[config.mk]
export PLATFORM = sky130hd
export DESIGN_NAME = hbr_bridge
export DESIGN_NICKNAME = d
export VERILOG_FILES = /design/src/rtl/hbr_pkg.sv /design/src/rtl/hbr_sync.sv /design/src/rtl/hbr_decode.sv /design/src/rtl/hbr_stage.sv /design/src/rtl/hbr_regfile.sv /design/src/rtl/hbr_bridge.sv
export SDC_FILE = /design/constraint.sdc
export NUM_CORES = 1
export LEC_CHECK = 0
export ABC_AREA = 1
export BUFFER_PORTS_ARGS = -buffer_cell sky130_fd_sc_hd__clkbuf_2
export CAP_MARGIN = 25
export CORE_MARGIN = 1
export CORE_UTILIZATION = 55
export CTS_CLUSTER_SIZE = 10
export DETAILED_ROUTE_END_ITERATION = 10
export PLACE_DENSITY = 0.74
export SLEW_MARGIN = 20
export SYNTH_ARGS = -nofsm -noshare
export SYNTH_HDL_FRONTEND = slang
export SYNTH_SLANG_ARGS = --single-unit
export TNS_END_PERCENT = 10
[constraint.sdc]
create_clock -name clk -period 3.5 [get_ports clk]
set_input_delay 0.35 -clock clk [delete_from_list [all_inputs] [get_ports clk]]
set_output_delay 0.35 -clock clk [all_outputs]
set_load 0.005 [all_outputs]
[src/rtl/hbr_pkg.sv]
package hbr_pkg;

    localparam int DATA_W   = 32;
    localparam int HALF_W   = DATA_W / 2;
    localparam int ADDR_W   = 4;
    localparam int NUM_REGS = 8;
    localparam int IDX_W    = $clog2(NUM_REGS);

    typedef logic [DATA_W-1:0] word_t;
    typedef logic [HALF_W-1:0] half_t;
    typedef logic [ADDR_W-1:0] addr_t;
    typedef logic [IDX_W-1:0]  idx_t;

    localparam addr_t STAGE_ADDR = addr_t'(NUM_REGS);

    typedef enum logic [1:0] {
        TGT_WIDE   = 2'd0,
        TGT_NARROW = 2'd1,
        TGT_STAGE  = 2'd2,
        TGT_NONE   = 2'd3
    } tgt_e;

    typedef struct packed {
        logic  wr;
        logic  rd;
        logic  clash;
        tgt_e  tgt;
        idx_t  idx;
        half_t hi;
        half_t lo;
    } req_t;

    function automatic logic idx_is_wide(input int i);
        return (i % 2) == 0;
    endfunction

    function automatic tgt_e classify(input addr_t a);
        if (a < addr_t'(NUM_REGS))
            return a[0] ? TGT_NARROW : TGT_WIDE;
        else if (a == STAGE_ADDR)
            return TGT_STAGE;
        else
            return TGT_NONE;
    endfunction

endpackage

[src/rtl/hbr_sync.sv]
module hbr_sync #(
    parameter int W      = 3,
    parameter int STAGES = 2
) (
    input  logic         clk,
    input  logic         rst,
    input  logic [W-1:0] d,
    output logic [W-1:0] q
);
    logic [STAGES-1:0][W-1:0] chain;

    for (genvar s = 0; s < STAGES; s++) begin : g_stage
        if (s == 0) begin : g_first
            always_ff @(posedge clk) begin
                if (rst) chain[s] <= '0;
                else     chain[s] <= d;
            end
        end else begin : g_next
            always_ff @(posedge clk) begin
                if (rst) chain[s] <= '0;
                else     chain[s] <= chain[s-1];
            end
        end
    end

    assign q = chain[STAGES-1];
endmodule

[src/rtl/hbr_decode.sv]
module hbr_decode
    import hbr_pkg::*;
(
    input  logic  clk,
    input  logic  rst,
    input  logic  cs_s,
    input  logic  rd_s,
    input  logic  wr_s,
    input  addr_t addr,
    input  word_t wdata,
    output req_t  req
);
    logic rd_q, wr_q;
    logic rd_evt, wr_evt;

    always_ff @(posedge clk) begin
        if (rst) begin
            rd_q <= 1'b0;
            wr_q <= 1'b0;
        end else begin
            rd_q <= rd_s;
            wr_q <= wr_s;
        end
    end

    assign rd_evt = cs_s && rd_s && !rd_q;
    assign wr_evt = cs_s && wr_s && !wr_q;

    always_comb begin
        req.wr    = wr_evt;
        req.rd    = rd_evt && !wr_evt;
        req.clash = rd_evt && wr_evt;
        req.tgt   = classify(addr);
        req.idx   = addr[IDX_W-1:0];
        req.hi    = wdata[DATA_W-1:HALF_W];
        req.lo    = wdata[HALF_W-1:0];
    end

    p_one_op_r9: assert property (@(posedge clk) disable iff (rst)
        req.clash |-> (req.wr && !req.rd));

    p_no_cs_no_op_r8: assert property (@(posedge clk) disable iff (rst)
        !cs_s |-> !(req.wr || req.rd));
endmodule

[src/rtl/hbr_stage.sv]
module hbr_stage
    import hbr_pkg::*;
(
    input  logic  clk,
    input  logic  rst,
    input  logic  bus_ld,
    input  half_t bus_val,
    input  logic  cap_ld,
    input  half_t cap_val,
    output half_t q
);
    always_ff @(posedge clk) begin
        if (rst)         q <= '0;
        else if (bus_ld) q <= bus_val;
        else if (cap_ld) q <= cap_val;
    end

    p_bus_load_r2: assert property (@(posedge clk) disable iff (rst)
        bus_ld |=> q == $past(bus_val));
endmodule

[src/rtl/hbr_regfile.sv]
module hbr_regfile
    import hbr_pkg::*;
(
    input  logic                            clk,
    input  logic                            rst,
    input  logic                            we,
    input  idx_t                            widx,
    input  word_t                           wval,
    output logic [NUM_REGS-1:0][DATA_W-1:0] regs_q
);
    for (genvar i = 0; i < NUM_REGS; i++) begin : g_reg
        if (idx_is_wide(i)) begin : g_wide
            always_ff @(posedge clk) begin
                if (rst)                             regs_q[i] <= '0;
                else if (we && widx == idx_t'(i))    regs_q[i] <= wval;
            end
        end else begin : g_narrow
            always_ff @(posedge clk) begin
                if (rst)                             regs_q[i] <= '0;
                else if (we && widx == idx_t'(i))    regs_q[i] <= {{HALF_W{1'b0}}, wval[HALF_W-1:0]};
            end

            p_narrow_keep_r6: assert property (@(posedge clk) disable iff (rst)
                (we && widx == idx_t'(i)) |=>
                    (regs_q[i][HALF_W-1:0] == $past(wval[HALF_W-1:0]) &&
                     regs_q[i][DATA_W-1:HALF_W] == '0));
        end
    end

    p_idle_hold_r8: assert property (@(posedge clk) disable iff (rst)
        !we |=> $stable(regs_q));
endmodule

[src/rtl/hbr_bridge.sv]
module hbr_bridge
    import hbr_pkg::*;
#(
    parameter int SYNC_STAGES = 2
) (
    input  logic        clk,
    input  logic        rst,
    input  logic        host_wide,
    input  logic        cs_n,
    input  logic        rd_n,
    input  logic        wr_n,
    input  logic [3:0]  addr,
    input  logic [31:0] wdata,
    output logic [31:0] rdata
);
    logic [2:0] strb_s;
    req_t       req;
    half_t      stage_q;
    logic [NUM_REGS-1:0][DATA_W-1:0] regs_q;
    word_t      sel;
    word_t      wval;
    logic       rf_we;
    logic       stg_bus_ld;
    logic       stg_cap_ld;

    hbr_sync #(.W(3), .STAGES(SYNC_STAGES)) i_sync (
        .clk (clk),
        .rst (rst),
        .d   ({~cs_n, ~rd_n, ~wr_n}),
        .q   (strb_s)
    );

    hbr_decode i_decode (
        .clk   (clk),
        .rst   (rst),
        .cs_s  (strb_s[2]),
        .rd_s  (strb_s[1]),
        .wr_s  (strb_s[0]),
        .addr  (addr),
        .wdata (wdata),
        .req   (req)
    );

    assign sel = regs_q[req.idx];

    always_comb begin
        unique case (req.tgt)
            TGT_WIDE:   wval = host_wide ? {req.hi, req.lo} : {stage_q, req.lo};
            TGT_NARROW: wval = {{HALF_W{1'b0}}, req.lo};
            default:    wval = '0;
        endcase
    end

    assign rf_we      = req.wr && (req.tgt == TGT_WIDE || req.tgt == TGT_NARROW);
    assign stg_bus_ld = req.wr && (req.tgt == TGT_STAGE);
    assign stg_cap_ld = req.rd && (req.tgt == TGT_WIDE) && !host_wide;

    hbr_regfile i_regfile (
        .clk    (clk),
        .rst    (rst),
        .we     (rf_we),
        .widx   (req.idx),
        .wval   (wval),
        .regs_q (regs_q)
    );

    hbr_stage i_stage (
        .clk     (clk),
        .rst     (rst),
        .bus_ld  (stg_bus_ld),
        .bus_val (req.lo),
        .cap_ld  (stg_cap_ld),
        .cap_val (sel[HALF_W-1:0]),
        .q       (stage_q)
    );

    always_ff @(posedge clk) begin
        if (rst) begin
            rdata <= '0;
        end else if (req.rd) begin
            unique case (req.tgt)
                TGT_WIDE:   rdata <= host_wide ? sel : {{HALF_W{1'b0}}, sel[DATA_W-1:HALF_W]};
                TGT_NARROW: rdata <= {{HALF_W{1'b0}}, sel[HALF_W-1:0]};
                TGT_STAGE:  rdata <= {{HALF_W{1'b0}}, stage_q};
                default:    rdata <= '0;
            endcase
        end
    end

    p_merge_r3: assert property (@(posedge clk) disable iff (rst)
        (req.wr && req.tgt == TGT_WIDE && !host_wide) |=>
            (regs_q[$past(req.idx)] == {$past(stage_q), $past(req.lo)}));

    p_stage_kept_r3: assert property (@(posedge clk) disable iff (rst)
        (req.wr && req.tgt == TGT_WIDE) |=> $stable(stage_q));

    p_capture_r4: assert property (@(posedge clk) disable iff (rst)
        (req.rd && req.tgt == TGT_WIDE && !host_wide) |=>
            (stage_q == $past(sel[HALF_W-1:0]) && rdata[DATA_W-1:HALF_W] == '0));

    p_wide_full_r5: assert property (@(posedge clk) disable iff (rst)
        (req.rd && req.tgt == TGT_WIDE && host_wide) |=>
            (rdata == $past(sel) && $stable(stage_q)));

    p_unmapped_zero_r7: assert property (@(posedge clk) disable iff (rst)
        (req.rd && req.tgt == TGT_NONE) |=> rdata == '0);

    p_clash_hold_r9: assert property (@(posedge clk) disable iff (rst)
        req.clash |=> $stable(rdata));
endmodule

* Word-level counts from Yosys, hierarchy flattened
Cells that the tools add are included.
** Word-level totals
- Flip-flop bits (word level) :: 248
- Bits of input ports :: 42
- Output and inout port bits :: 32
- Logic and storage cells :: 65
** Operators by class
- $lt $le $gt $ge :: 2
- Equality and inequality tests :: 10
- Mux-type cells :: 11
- Bitwise operators :: 3
- Reductions and logical operators :: 25
** Operators with widths (count)
- binary-select mux 32 bit (select 3 bit) :: 1
- two-way mux 32 bit :: 3
- case mux 32 bit (3 select lines) :: 1
- case mux 32 bit (2 select lines) :: 1
- two-way mux 16 bit :: 2
- logical AND 1 bit :: 17
- equality test 3 bit (second input constant) :: 4
- equality test 3 x 2 -> 1 bit (second input constant) :: 2
- equality test 4 bit (second input constant) :: 1
- logical NOT 1 bit :: 4
- less-than comparator 3 x 4 -> 1 bit (second input constant) :: 1
- less-than comparator 4 bit (second input constant) :: 1
- equality test 3 x 1 -> 1 bit (second input constant) :: 1
- logical NOT 3 bit :: 1
- inverter 1 bit :: 3
- equality test 2 x 1 -> 1 bit (second input constant) :: 1
- equality test 2 bit (second input constant) :: 1
- logical NOT 2 bit :: 1
- two-way mux 1 bit :: 2
- two-way mux 2 bit :: 1
- nonzero test 2 bit :: 1
- logical OR 1 bit :: 1

* Logic depth before layout (Yosys ltp)
Gate-level depths: netlist of run 1.
- Depth in word-level cells :: 8
- Gate-level depth with buffers :: 12
- Mapped depth without buffers :: 9

* Hierarchy
Synthesis of run 1 repeated with hierarchy kept, for this count alone.
** Unflattened totals
- Cells, all modules :: 2498
- Area, all modules :: 14665.3 um^2
** By module, submodules not included
- hbr_regfile :: times used 1, cells each 1155, area an instance 7982.7 um^2, sequential area each 3843.7 um^2
- hbr_bridge :: times used 1, cells each 1145, area an instance 5307.6 um^2, sequential area each 640.6 um^2
- hbr_stage :: times used 1, cells each 122, area an instance 807.0 um^2, sequential area each 320.3 um^2
- hbr_decode :: times used 1, cells each 55, area an instance 380.4 um^2, sequential area each 40.0 um^2
- hbr_sync :: times used 1, cells each 21, area an instance 187.7 um^2, sequential area each 120.1 um^2

* Worst setup path after synthesis of run 1
Ideal clock, no wire load.
- Kind :: input-to-reg
- Start :: in addr[0]
- End :: reg i_stage.q[6]
- Library setup time :: 0.133 ns
- Arrival time :: 1.371 ns
- Required time :: 3.367 ns
- Path slack :: 1.997 ns
- Cell stages on the path :: 10
- Path buffers :: 2
- Path through :: buf_6 > nor2_4 > nand2_2 > nor2_4 > nand2_2 > nand2_1 > inv_2 > buf_2 > nand2_1 > a31oi_1
** Between the ends
- Longest elaborated chain between the ends :: 7
- Elaborated cells on any way between the ends :: 15
- Those cells by class :: order compare: 1; eq/ne: 2; mux: 7; reduce/logical: 5
** RTL lines
- start: declaration :: line hbr_bridge.sv:12 : input logic [3:0] addr,
- parallel branches: the longest is 7 deep, another holds less-than comparator 4 bit
- end signal: assignment :: line hbr_stage.sv:14 : else if (bus_ld) q <= bus_val;
- end signal: assignment :: line hbr_stage.sv:15 : else if (cap_ld) q <= cap_val;
- end: declaration :: line hbr_stage.sv:10 : output half_t q
Parallel ways; which one is timed is not known. The select of a mux whose other input is x is not followed.
A chain may end at the register's enable or synchronous reset.

* Worst setup path after layout of run 1
- Start :: reg i_sync.chain, in the netlist i_sync.q[0]
- End :: reg i_regfile.regs_q[167] (netlist bit)
** Between the ends
- Longest elaborated chain between the ends :: 4
** RTL lines
- start: declaration :: line hbr_sync.sv:10 : logic [STAGES-1:0][W-1:0] chain;
- start signal: indexed assignment :: line hbr_sync.sv:21 : else chain[s] <= chain[s-1];
- logical AND 1 bit (2 in a row) :: line hbr_decode.sv:27 : assign wr_evt = cs_s && wr_s && !wr_q;
- logical AND 1 bit :: line hbr_bridge.sv:54 : assign rf_we = req.wr && (req.tgt == TGT_WIDE || req.tgt == TGT_NARROW);
- logical AND 1 bit :: line hbr_regfile.sv:20 : else if (we && widx == idx_t'(i)) regs_q[i] <= {{HALF_W{1'b0}}, wval[HALF_W-1:0]};
- end signal: indexed assignment :: line hbr_regfile.sv:20
- end: declaration :: line hbr_regfile.sv:9 : output logic [NUM_REGS-1:0][DATA_W-1:0] regs_q
Every way passes these cells.

==> results of run 1 <==
-- path summary, 6_finish.rpt --
path	endpoint	start	slack [ns]
setup reg to reg	i_regfile.regs_q[167]	i_sync.q[0]	1.15
setup / recovery	i_regfile.regs_q[167]	i_sync.q[0]	1.15
hold / removal	i_stage.q[7]	wdata[7]	0.1
hold reg to reg	i_sync.q[0]	i_sync.chain[0]	0.40
-- power by group through the flow --
stage,clock network (mW),registers [mW],logic [mW]
after floorplan,0,2.89,0.209
after global routing,2.72,2.83,0.362
final,2.58,2.83,0.343
after global placement,0,2.89,0.325
after CTS,2.60,2.83,0.331
after detailed placement,0,2.89,0.325
-- per-layer routing --
metal	wire length [µm]	track usage, %
met1	13900	43.6
met2	14400	49.7
met3	3170	5.90
met4	1630	17.8
met5	0	0
-- stage by stage --
step           cell area (µm²)  power, mW  setup slack [ns]
5_1_grt                  12100       5.91             0.972
6_report                 12100       5.76              1.15
3_3_place_gp             11300       3.22             0.860
4_1_cts                  12100       5.76              1.21
3_5_place_dp             11300       3.22             0.801
2_1_floorplan            11000       3.10              2.00
-- state kept, by name, summed over array words and instances, names as in the netlist --
register	flops
i_regfile.regs_q	192
i_decode.rd_q	1
i_sync.chain	3
i_sync.q	3
i_decode.wr_q	1
i_stage.q	16
rdata	32
-- worst max-delay path, cell delays in order, from the launching register on --
cell and delay [ns]:
dfxtp_1 0.30, inv_1 0.04, nor2_1 0.09, nand2_1 0.22
nor2_4 0.31, nand3_1 0.33, inv_1 0.63, o21ai_0 0.17
a21oi_1 0.17
-- cell families after synthesis --
logic type	share of synthesized area, %
buffers and inverters	9.22
flip-flops	45.3
AND/OR/NAND/NOR	24.3
AO/OA/AOI/OAI	21.2
-- what timing repair did --
item	CTS	global route
hold buffers	3	0
gates resized for setup	0	0
endpoints found under the hold margin	3	0
-- layout make-up --
class / count / area, µm²
clock inverters: 1 / 8.76
inverters: 128 / 485
fillers: 1821 / 7350
repair buffers: 97 / 591
clock buffers: 34 / 754
multi-input cells: 1091 / 4980
flip-flops and latches: 248 / 4960
well taps: 265 / 332
-- cell usage in the layout (no fill, tap or decap), types with 4 or more instances in the layout --
cell and instances:
nand2_1 339, dfxtp_1 248, a21oi_1 226, o21ai_0 188
nor2_1 160, nand3_1 119, inv_1 114, clkbuf_2 73
clkbuf_16 29, buf_4 18, a31oi_1 16, inv_2 12
nand4_1 7, o211ai_1 6, o21a_1 6, o21ai_1 4
nand2_2 4, clkbuf_1 4
==> flow_metrics.tcl, run 1 <==
set metrics [dict create \
    required_ns 3.96 \
    switchingPower_mw 1.37 \
    post_cts_buffers 0 \
    yosys_warnings 0 \
    synth_nets 1620 \
    placed_cells 1826 \
    max_cap_viol_count 0 \
    initial_utilization_pct 56.3 \
    leakagePower_nw 4.80 \
    viasPerCell 5.70 \
    fin_util_pct 62.2 \
    insertion_delay_ns 0.55 \
    die_y_um 143 \
    syn_area_per_cell_um2 6.94 \
    die_area_um2 20500 \
    synthCells 1578 \
    switching_share_pct 23.7 \
    rr_worst_depth 8 \
    clock-sinks 248 \
    p_int_mw 4.40 \
    status "complete, no violations" \
    antenna_found_initial 0 \
    crit_type "reg -> reg" \
    wl_per_cell_um 17.8 \
    tightest_slew_ns 0.841 \
    diodes 0 \
    fin_crit_ns 2.35 \
    yosys.area.top_type "dfxtp_1" \
    yosys-top-cells-area "dfxtp_1, nand2_1, a21oi_1" \
    vias 10600 \
    drc 0 \
    setup_viol 0 \
    fin_crit_sh_pct 67.3 \
    io_pins 74 \
    ys_dominant_reg_cell "dfxtp_1" \
    grt_max_degree 105 \
    grt_pass1_vias 9642 \
    grt_usage_pct 32.6 \
    vdd_ir_drop_max_v 0.000357 \
    final.setup.tns_ns 0 \
    final_net_count 1637 \
    cts_buffer_depth 3 \
    port_buffers 73 \
    cts_tree "done" \
    htree_num_levels 1 \
    synth.top_cell.area_share_pct 45.3 \
    rsz0062_at_grt "false" \
    grt-ovfl-total 0 \
    ys_seq_area_share_pct 45.3 \
    whs_path_depth 3 \
    finClkSkew_ns 0.0107 \
    seqPwrFrac_pct 49.2 \
    detailed_place_hpwl_um 21300 \
    path_clk_slew_ns 0.06 \
    cp-end-kind "flop" \
    numCtsBuffers 29 \
    postSynth.asyncResetShare_pct 0 \
    synthDistinctLibCells 28 \
    layout-drive-gt1-share_pct 9.76 \
    grt_pass1_wl_um 51600 \
    std_cell_rows 51 \
    clkPwrFrac_pct 44.9 \
    path_max_fanout 22 \
    worstHoldPathType "in -> reg" \
    finalHoldViolCount 0 \
    ant_nets 0 \
    worst_ep_arrival_time_ns 2.81 \
    p_per_area_nw_per_um2 476 \
    synth_area_um2 11000 \
    drt_iter0_markers 1144 \
    relSlewSlack_pct 43.9 \
    power_frac_comb_pct 5.9 \
    holdWs_ns 0.0956 \
    wirelength_um 33100 \
    max_freq_ghz 0.425 \
    synth_common_cells "nand2_1, dfxtp_1, a21oi_1, o21ai_0, nor2_1" \
    startpoint_type "flop" \
    synth_most_common_cell "nand2_1" \
    finalMaxSlewViolations 0 \
    die_w_um 143 \
    synth-edff-count 0 \
    dr.pass1.iters 5 \
    gp_congestion 0.935 \
    synth_seq_cells 248 \
    core_area_um2 19500 \
    cts_root_buffer "clkbuf_16" \
    syn2layout_area_growth_pct 10.6 \
    fin_cells 1864 \
]
Note: power is estimated with default switching activity, not from simulation.
==> inputs of run 2 (changes only) <==
PLACE_DENSITY = 0.76   (was 0.74)
clock period = 2.14 ns   (was 3.5 ns; I/O delays follow)
==> run 2 against run 1 <==
Effect of this change: clock skew up 0.013 ns; register-to-register slack lost 0.90 ns; hold slack got worse by 0.084 ns; sequential share of layout area decreased by 1.1 points; via count up 3.0%; worst setup slack got worse by 0.90 ns; flip-flop and latch count did not move; clock power grew 65%; die area unchanged; power rose by 65%; critical endpoint is now i_regfile.regs_q[72]; largest power group unchanged.
==> flow_metrics.tcl, run 2 (synthesis gave the netlist of run 1 again) <==
set metrics [dict create \
    ant_nets 0 \
    setup_viol 0 \
    viasPerCell 5.77 \
    drt_iter0_markers 1371 \
    max_cap_viol_count 0 \
    tightest_slew_ns 0.764 \
    final_net_count 1671 \
    final_common_cell "nand2_1" \
    max_freq_ghz 0.528 \
    p_per_area_nw_per_um2 762 \
    crit_type "reg -> reg" \
    slowest_stage "dfxtp_1" \
    met3_usage_pct 5.13 \
    grt_pass1_vias 9747 \
    post_cts_resized 0 \
    multi_input_area_um2 4980 \
    wirelength_um 34700 \
    cts_root_buffer "clkbuf_16" \
    crit_top_cell "nand2_1" \
    whs_path_depth 3 \
    detailed_place_hpwl_um 23100 \
    layout_common_cells "nand2_1, dfxtp_1, a21oi_1, o21ai_0, nor2_1" \
    fin_crit_sh_pct 88.4 \
    io_pins 74 \
    die_y_um 143 \
    fillers 1755 \
    reg_top3 "i_regfile.regs_q: 192 flops, rdata: 32 flops, i_stage.q: 16 flops" \
    status "complete, no violations" \
    leakagePower_nw 4.98 \
    relSlewSlack_pct 49.0 \
    numCtsBuffers 29 \
    fin_util_pct 64.0 \
    crit_path_cell_trace "inv_1 -> nor2_1 -> nand2_1 -> nor2_4 -> nand2_1 -> inv_2 -> buf_4 -> o21ai_0 -> a21oi_1" \
    drc 0 \
    finClkSkew_ns 0.0235 \
    finalMaxSlewViolations 0 \
    worstHoldPathType "in -> reg" \
    largest_register "i_regfile.regs_q" \
    rr_worst_depth 9 \
    gp_congestion 0.947 \
    cts_buffer_depth 3 \
    diodes 0 \
    die_area_um2 20500 \
    htree_num_levels 1 \
    rsz0062_at_grt "false" \
    grt-ovfl-total 0 \
    clock-sinks 248 \
    grt_use_met1_pct 44.9 \
    max_stage_delay_ns 0.30 \
    wl_per_cell_um 18.3 \
    post_cts_buffers 0 \
    cp-end-kind "flop" \
    dr.pass1.iters 6 \
    grt_pass1_wl_um 53400 \
    fin_crit_ns 1.89 \
    syn2layout_area_growth_pct 13.7 \
    worst_ep_arrival_time_ns 2.38 \
    grt_max_degree 67 \
    grt_usage_pct 33.9 \
    path_max_fanout 28 \
    std_cell_rows 51 \
    insertion_delay_ns 0.56 \
    core_area_um2 19500 \
    antenna_found_initial 0 \
    required_ns 2.62 \
    layout-drive-gt1-share_pct 11.2 \
    port_buffers 73 \
    startpoint_type "flop" \
    finalHoldViolCount 0 \
    seq_area_um2 4960 \
    initial_utilization_pct 56.3 \
    vdd_ir_drop_max_v 0.000638 \
    cts_tree "done" \
    largest_reg_flops 192 \
    grt_use_met2_pct 53.3 \
    die_w_um 143 \
    path_clk_slew_ns 0.06 \
    postCtsHoldBufs 11 \
    vias 11000 \
    final.setup.tns_ns 0 \
    grt_busiest_layer "met2" \
]
-- run 2: critical path, delay by kind of cell, from the launching register on --
kind,cells,cell delay (ns)
simple gates,4,0.80
buf+inv,3,0.42
flops,1,0.30
compound gates,2,0.27
-- run 2: final timing paths --
path,from,end,slack [ns]
worst max register to register,i_sync.q[0],i_regfile.regs_q[72],0.25
worst min register to register,i_sync.chain[0],i_sync.q[0],0.40
worst min-delay path,wdata[24],i_regfile.regs_q[216],0.01
worst max-delay path,i_sync.q[0],i_regfile.regs_q[72],0.25
-- run 2: metrics by stage --
step | instance area (µm²) | setup slack, ns | instances | hold WS (ns) | total power [mW]
after floorplan | 11000 | 0.729 | 1578 | 0.286 | 5.08
after global placement | 11600 | 0.247 | 1852 | 0.370 | 5.29
after detailed placement | 11600 | 0.192 | 1852 | 0.377 | 5.30
after CTS | 12500 | 0.283 | 1898 | 0.000494 | 9.49
after global routing | 12500 | 0.0969 | 1898 | 0.00587 | 9.75
final | 12500 | 0.248 | 1898 | 0.0119 | 9.50
-- run 2: cell type report --
| cell class | instances | share of cell area (%) |
|---|---|---|
| clock inverters | 2 | 0.141 |
| repair buffers | 131 | 7.45 |
| well taps | 265 | 2.66 |
| inverters | 128 | 3.89 |
| clock buffers | 33 | 6.03 |
| flip-flops and latches | 248 | 39.9 |
| multi-input cells | 1091 | 40.0 |
-- run 2: where the power goes --
part           internal, mW  leakage [nW]  switching (mW)  total, mW
registers              4.63          2.00         0.00517       4.64
logic                 0.162          2.60           0.441      0.603
clock network          2.43         0.377            1.82       4.26
total                  7.22          4.98            2.27       9.50
-- run 2: layer usage --
metal  share of wire, %  routed length (µm)
met3                9.9                3420
met5                  0                   0
met2                 44               15400
met4                5.1                1760
met1                 41               14100
==> inputs of run 3 (changes only) <==
CORE_MARGIN = 4   (was 1)
==> run 3 against run 2 <==
Effect of this change: sequential power barely moved; highest routed layer unchanged; power fell by 1.0%; largest cell class unchanged; hold slack improved by 0.0031 ns.
==> flow_metrics.tcl, run 3 (synthesis gave the netlist of run 1 again) <==
set metrics [dict create \
    worstHoldPathType "in -> reg" \
    cts_tree "done" \
    fin_total_pwr_mw 9.40 \
    antenna_found_initial 0 \
    numCtsBuffers 29 \
    insertion_delay_ns 0.53 \
    tightest_slew_ns 0.810 \
    finalHoldViolCount 0 \
    cts_buffer_depth 3 \
    fillers 1787 \
    detailed_place_hpwl_um 22900 \
    fin_util_pct 63.9 \
    die_w_um 149 \
    post_cts_buffers 0 \
    die_area_um2 22200 \
    wirelength_um 34400 \
    crit_top_cell "nor2_1" \
    dr.pass1.iters 6 \
    cts_root_buffer "clkbuf_16" \
    drc 0 \
    vias 10900 \
    grt_usage_pct 30.4 \
    p_per_area_nw_per_um2 753 \
    whs_path_depth 3 \
    clock-sinks 248 \
    htree_num_levels 1 \
    holdWs_ns 0.0149 \
    finClkSkew_ns 0.00989 \
    slowest_stage "nor2_4" \
    path_clk_slew_ns 0.06 \
    viasPerCell 5.75 \
    final.setup.tns_ns 0 \
    max_cap_viol_count 0 \
    place_area_um2 11600 \
    max_stage_delay_ns 0.34 \
    diodes 0 \
    max_freq_ghz 0.528 \
    final_common_cell "nand2_1" \
    rr_worst_depth 9 \
    relSlewSlack_pct 45.8 \
    vdd_ir_drop_max_v 0.000585 \
    grt_pass1_wl_um 54100 \
    fin_crit_ns 1.89 \
    port_buffers 73 \
    syn2layout_area_growth_pct 13.9 \
    required_ns 2.58 \
    reg_top3 "i_regfile.regs_q: 192 flops, rdata: 32 flops, i_stage.q: 16 flops" \
    grt-ovfl-total 0 \
    fin_crit_sh_pct 88.5 \
    finalMaxSlewViolations 0 \
    die_y_um 149 \
    path_max_fanout 59 \
    io_pins 74 \
    leakagePower_nw 4.98 \
    crit_type "reg -> reg" \
    cp-end-kind "flop" \
    grt_max_degree 67 \
    design_area_um2 12500 \
    startpoint_type "flop" \
    layout-drive-gt1-share_pct 11.2 \
    ff2ff_setup_slack_ns 0.25 \
    core_area_um2 19500 \
    drt_iter0_markers 1135 \
    largest_register "i_regfile.regs_q" \
    setup_viol 0 \
    rsz0062_at_grt "false" \
    worst_ep_arrival_time_ns 2.33 \
    std_cell_rows 51 \
    crit_path_cell_trace "inv_1 -> nor2_1 -> nand2_1 -> nor2_4 -> nand2_2 -> inv_2 -> buf_12 -> nor2_1 -> a211oi_1" \
    layout_common_cells "nand2_1, dfxtp_1, a21oi_1, o21ai_0, nor2_1" \
    gp_congestion 0.969 \
    grt_pass1_vias 10100 \
    seq_area_um2 4960 \
    initial_utilization_pct 56.1 \
    wl_per_cell_um 18.1 \
    largest_reg_flops 192 \
    status "complete, no violations" \
    final_net_count 1671 \
    multi_input_area_um2 4980 \
    ant_nets 0 \
]
[run 3: critical path, delay by kind of cell, from the launching register on]
kind | cells | cell delay (ns)
compound gates | 1 | 0.19
buf+inv | 3 | 0.42
flops | 1 | 0.30
simple gates | 5 | 0.86
[run 3: what timing repair did]
item | 4_1_cts | 5_1_grt
hold endpoints to repair | 10 | 0
hold buffers | 10 | 0
resized for setup | 0 | 0
[run 3: area by class of cell]
cell class | instances | area share (%)
multi-input combinational | 1091 | 39.9
clock inverter | 1 | 0.0702
clock buffer | 33 | 5.94
tap | 265 | 2.66
sequential | 248 | 39.8
inverter | 128 | 3.89
timing repair buffer | 131 | 7.72
[run 3: power breakdown]
part	leakage (nW)	internal [mW]	total [mW]	switching (mW)
Clock	0.367	2.39	4.16	1.76
Combinational	2.61	0.167	0.605	0.438
Sequential	2.00	4.63	4.64	0.00467
Total	4.98	7.19	9.40	2.21
[run 3: per-stage QoR]
stage,cells,worst slack [ns]
finish,1897,0.245
CTS,1897,0.278
detailed placement,1853,0.106
floorplan,1578,0.729
global route,1897,0.137
global placement,1853,0.0847
[run 3: final timing paths]
| path | from | to |
|---|---|---|
| setup / recovery | i_sync.q[0] | i_regfile.regs_q[145] |
| hold / removal | wdata[12] | i_stage.q[12] |
| setup reg to reg | i_sync.q[0] | i_regfile.regs_q[145] |
| hold reg to reg | i_sync.chain[2] | i_sync.q[2] |
[run 3: routing by layer]
layer / global-route usage [%] / routed length, µm
met5: 0 / 0
met3: 3.83 / 3400
met1: 41.8 / 14100
met4: 15.5 / 1850
met2: 47.2 / 15000
